`config.mk`:
```
export PLATFORM = sky130hd
export DESIGN_NAME = ring_sequencer
export DESIGN_NICKNAME = d
export VERILOG_FILES = /design/src/rtl/ring_sequencer.sv
export SDC_FILE = /design/constraint.sdc
export NUM_CORES = 1
export LEC_CHECK = 0
export ABC_AREA = 1
export BUFFER_PORTS_ARGS = -buffer_cell sky130_fd_sc_hd__buf_2
export CAP_MARGIN = 0
export CORE_MARGIN = 5
export CORE_UTILIZATION = 23
export DETAILED_ROUTE_END_ITERATION = 8
export HOLD_SLACK_MARGIN = 0.12
export PLACE_DENSITY = 0.56
export SLEW_MARGIN = 0
export SYNTH_ARGS = -nofsm -noshare
export SYNTH_HDL_FRONTEND = slang
export SYNTH_SLANG_ARGS = --single-unit
```
`constraint.sdc`:
```
create_clock -name clk -period 1.5 [get_ports clk]
set_input_delay 0.3 -clock clk [delete_from_list [all_inputs] [get_ports clk]]
set_output_delay 0.3 -clock clk [all_outputs]
set_load 0.01 [all_outputs]
```
`src/rtl/ring_sequencer.sv`:
```
module ring_sequencer #(
  parameter int OPW = 4,
  parameter int CW  = 12,
  parameter int NS  = 6
) (
  input  logic          clk,
  input  logic          clr,
  input  logic [OPW-1:0] opcode,
  output logic [CW-1:0]  ctrl,
  output logic [NS-1:0]  state,
  output logic           halted
);
  localparam logic [OPW-1:0] OP_LDA = 4'b0000;
  localparam logic [OPW-1:0] OP_ADD = 4'b0001;
  localparam logic [OPW-1:0] OP_SUB = 4'b0010;
  localparam logic [OPW-1:0] OP_OUT = 4'b1110;
  localparam logic [OPW-1:0] OP_HLT = 4'b1111;

  localparam logic [CW-1:0] W_IDLE   = 12'h3E3;
  localparam logic [CW-1:0] W_PC_MAR = 12'h5E3;
  localparam logic [CW-1:0] W_PC_INC = 12'hBE3;
  localparam logic [CW-1:0] W_MEM_IR = 12'h263;
  localparam logic [CW-1:0] W_IR_MAR = 12'h1A3;
  localparam logic [CW-1:0] W_MEM_A  = 12'h2C3;
  localparam logic [CW-1:0] W_MEM_B  = 12'h2E1;
  localparam logic [CW-1:0] W_ALU_A  = 12'h3C7;
  localparam logic [CW-1:0] W_SUB_A  = 12'h3CF;
  localparam logic [CW-1:0] W_A_OUT  = 12'h3F2;

  logic [NS-1:0] st;
  logic          hlt;

  assign state  = st;
  assign halted = hlt;

  always_ff @(negedge clk or posedge clr) begin
    if (clr) begin
      st  <= {{(NS-1){1'b0}}, 1'b1};
      hlt <= 1'b0;
    end else if (!hlt) begin
      if (st[3] && opcode == OP_HLT) begin
        st  <= '0;
        hlt <= 1'b1;
      end else begin
        st <= {st[NS-2:0], st[NS-1]};
      end
    end
  end

  always_comb begin
    ctrl = W_IDLE;
    if (!clr && !hlt) begin
      unique case (1'b1)
        st[0]: ctrl = W_PC_MAR;
        st[1]: ctrl = W_PC_INC;
        st[2]: ctrl = W_MEM_IR;
        st[3]: begin
          case (opcode)
            OP_LDA, OP_ADD, OP_SUB: ctrl = W_IR_MAR;
            OP_OUT:                 ctrl = W_A_OUT;
            default:                ctrl = W_IDLE;
          endcase
        end
        st[4]: begin
          case (opcode)
            OP_LDA:         ctrl = W_MEM_A;
            OP_ADD, OP_SUB: ctrl = W_MEM_B;
            default:        ctrl = W_IDLE;
          endcase
        end
        st[5]: begin
          case (opcode)
            OP_ADD:  ctrl = W_ALU_A;
            OP_SUB:  ctrl = W_SUB_A;
            default: ctrl = W_IDLE;
          endcase
        end
        default: ctrl = W_IDLE;
      endcase
    end
  end
endmodule

```
Word level (Yosys, flattened, before mapping) --
Cells that the tools add are included.
Operators by class: equal/unequal tests 4, reduce and logical (&&, ||, !) cells 7, multiplexer cells 8
Operators by type and width (count):
- one-hot mux 12 bit (6 select lines) | 1
- one-hot mux 10 bit (2 select lines) | 1
- one-hot mux 9 bit (2 select lines) | 1
- two-way mux 12 bit | 1
- one-hot mux 6 bit (2 select lines) | 1
- == test 4 bit, second input constant | 2
- two-way mux 6 bit | 1
- == test 4 x 1 -> 1 bit, second input constant | 1
- == test 4 x 2 -> 1 bit, second input constant | 1
- zero test 4 bit | 1
- OR reduction 3 bit | 1
- logical AND 1 bit | 2
- zero test 1 bit | 2
- two-way mux 1 bit | 2
- OR reduction 2 bit | 1
Word-level totals: output and inout port bits 19, bits of input ports 6, register bits after elaboration 7, word-level logic and storage cells 21

Longest topological paths before layout --
depth after elaboration 5, depth in mapped cells 7, depth with buffers taken out 6

==> metrics.txt <==
status finished with violations; failing checks negative setup slack; max_slew headroom 82.11%; filler cell count 221; Die H 58.42 um; CTS Buf Count 3; Syn Inst Count 84; Synth Net Count 90; Crit path top cell by count buf_6; final antenna-violating net count 0; leakage power 0.5147 nW; pwr/cell area 395.6 nW/um2; hold path startpoint state[1]; max-cap viol count 0; Synthesis Warnings 0; Area Overhead vs Synth 99.54%; die area 3413 um2; input/output buffers 24; distinct cell type count after synthesis 17; critical path class flip-flop to output port; Max IR drop VDD 270.2 uV; Synth area leaders dfrtn_1, nand2_1, nand3_1, inv_1, nor2_1; Worst-path clk slew 0.04 ns; DRC Markers 0; worst slew pin tran 0.2681 ns; Rows 17; cell taking the most area after synthesis dfrtn_1; EDFF count, synth 0; detailed-route via count 726; Seq/Total Area, Yosys 32.71%; largest net degree at the start of global routing 9; Clock Skew 0.04310 ns; CP cell instances buf_6 -> buf_4 -> nor2_2 -> nand2_1 -> inv_2 -> nand3_2 -> buf_6; Finished Core Util 48.18%; leading register cell type out of synthesis dfrtn_1; sw power 114.5 uW; final setup TNS -13.66 ns; top post-synthesis cells by count nand2_1, nand3_1, inv_1, nor2_1, dfrtn_1; remaining global-route overflow 0; Critical-path top delay cell dfrtn_1; Bufs on Longest Clock Path 2; Worst EP arrival 2.05 ns; final setup fails 19; Worst Hold Class flip-flop to flip-flop; count leader, synth nand2_1; vias in the first global route 698; TritonCTS clock tree yes; # H-tree levels 1; Cell Area, Placed 849.6 um2; Max Slew Vio Count 0; gr usage total 10.85%; Syn Area/Cell 6.420 um2; Routed WL 1821 um; Worst R2R Start halted; Data required, critical path 1.20 ns; GP Congestion 0.7663; switching share of power 26.90%; diodes inserted 0; io pins 25; Yosys top cell area share 27.84%; power after layout 425.7 uW; Final nets 141; Post-Layout Inst Area 1076 um2; Critical Path Start Type flip-flop; unrepaired setup endpoints after global routing yes; Gate power share 12.0%; share of cells above drive strength 1 60.45%; Seq cells post-synth 7; Worst Path Max Fanout 3; post-DP HPWL 1350 um; crit end category output port; drt pass-1 iters 4; Horiz. Die Dim 58.42 um; clock root cell clkbuf_4; global-route wire length before repair 2863 um; Final Hold Viols 0; Core Box Area 2233 um2; initial DRC count 14; CTS Sinks 7; worst skew pair latency 0.31 ns; Buf+Inv Stages, Crit Path 4; CP delay by family, top buffers and inverters; clock power share 43.3%; Setup crit start state[5]; Int Pwr 311.1 uW; Initial Util 24.15%; Sequential Power Share 44.7%; dpl ws -0.5673 ns; Avg Vias per Cell 4.481; initial antenna violation count 0; routed length per placed instance 11.24 um; fraction of registers with async set/reset 100.0%; Crit path largest cell delay 0.38 ns; slack of the critical path -0.8489 ns; Mapped Area 539.3 um2
cell families (layout without fill, tap and decap cells):
group,after synthesis,in the layout,synth area share (%)
flops,7,7,32.71
compound gates,4,4,3.711
simple gates,60,60,52.90
buf+inv,13,63,10.67
sequential cells by signal, indices dropped and copies added (netlist names):
signal and count:
state 6, halted 1
worst reg2reg max path: stages, from the launching register on:
cell	delay, ns
dfrtn_1	0.45
buf_4	0.13
buf_6	0.12
inv_1	0.13
nand2_1	0.08
o21ai_0	0.08
timing repair:
item / in CTS / in global routing
setup buffers: 2 / 9
pin swaps: 3 / 12
hold buffers: 0 / 0
endpoints found under the hold margin: 0 / 0
endpoints found under the setup margin: 20 / 22
resized for setup: 19 / 15
placed cells by master, fill, tap and decap left out:
| master | count |
|---|---|
| a21oi_1 | 2 |
| a21oi_2 | 1 |
| buf_2 | 13 |
| buf_4 | 17 |
| buf_6 | 17 |
| clkbuf_4 | 4 |
| dfrtn_1 | 6 |
| dfstp_2 | 1 |
| inv_1 | 8 |
| inv_2 | 3 |
| inv_4 | 1 |
| nand2_1 | 21 |
| nand2_2 | 4 |
| nand2_4 | 2 |
| nand2_8 | 1 |
| nand3_1 | 8 |
| nand3_2 | 5 |
| nand4_1 | 2 |
| nor2_1 | 5 |
| nor2_2 | 4 |
| nor2_4 | 5 |
| nor3_2 | 3 |
| o21ai_0 | 1 |
path summary, 6_finish.rpt:
check / endpoint / slack (ns) / cells after the start
worst max-delay path: ctrl[1] / -0.85 / 7
worst min register to register: state[1] / 0.61 / 3
min in group asynchronous: halted / 0.62 / 2
worst max register to register: state[4] / 0.36 / 5
max in group asynchronous: state[0] / 0.53 / 2
worst min-delay path: state[1] / 0.61 / 3
metrics by stage:
step	instances	hold slack (ns)
after floorplan	84	0.5062
after global placement	150	0.5755
after detailed placement	150	0.5850
after CTS	155	0.5942
after global routing	162	0.6379
final	162	0.6126
layout make-up:
class | instances | area, um2 | area share (%)
repair buffers | 48 | 391.6 | 36.40
flip-flops and latches | 7 | 176.4 | 16.40
clock inverters | 2 | 7.507 | 0.6977
well taps | 28 | 35.03 | 3.256
clock buffers | 3 | 22.52 | 2.093
multi-input cells | 64 | 402.9 | 37.44
inverters | 10 | 40.04 | 3.721
power by group through the flow:
stage	sequential [mW]	combinational, mW	clock, mW
final	0.190	0.0510	0.185
after global routing	0.190	0.0563	0.208
after CTS	0.190	0.0495	0.191
after detailed placement	0.193	0.0490	0.00834
after global placement	0.193	0.0480	0.00834
after floorplan	0.193	0.0206	0.00834
metal layers:
layer  vias to the layer above  global-route usage [%]  part of all wire, %
met5                         -                       0                    0
met4                         0                   4.967                  1.5
met3                         3                   3.070                  5.4
met2                        18                   19.46                   52
met1                       337                   11.67                   41
li1                        368                       -                    -
No activity file was read; power rests on OpenSTA's default activity.
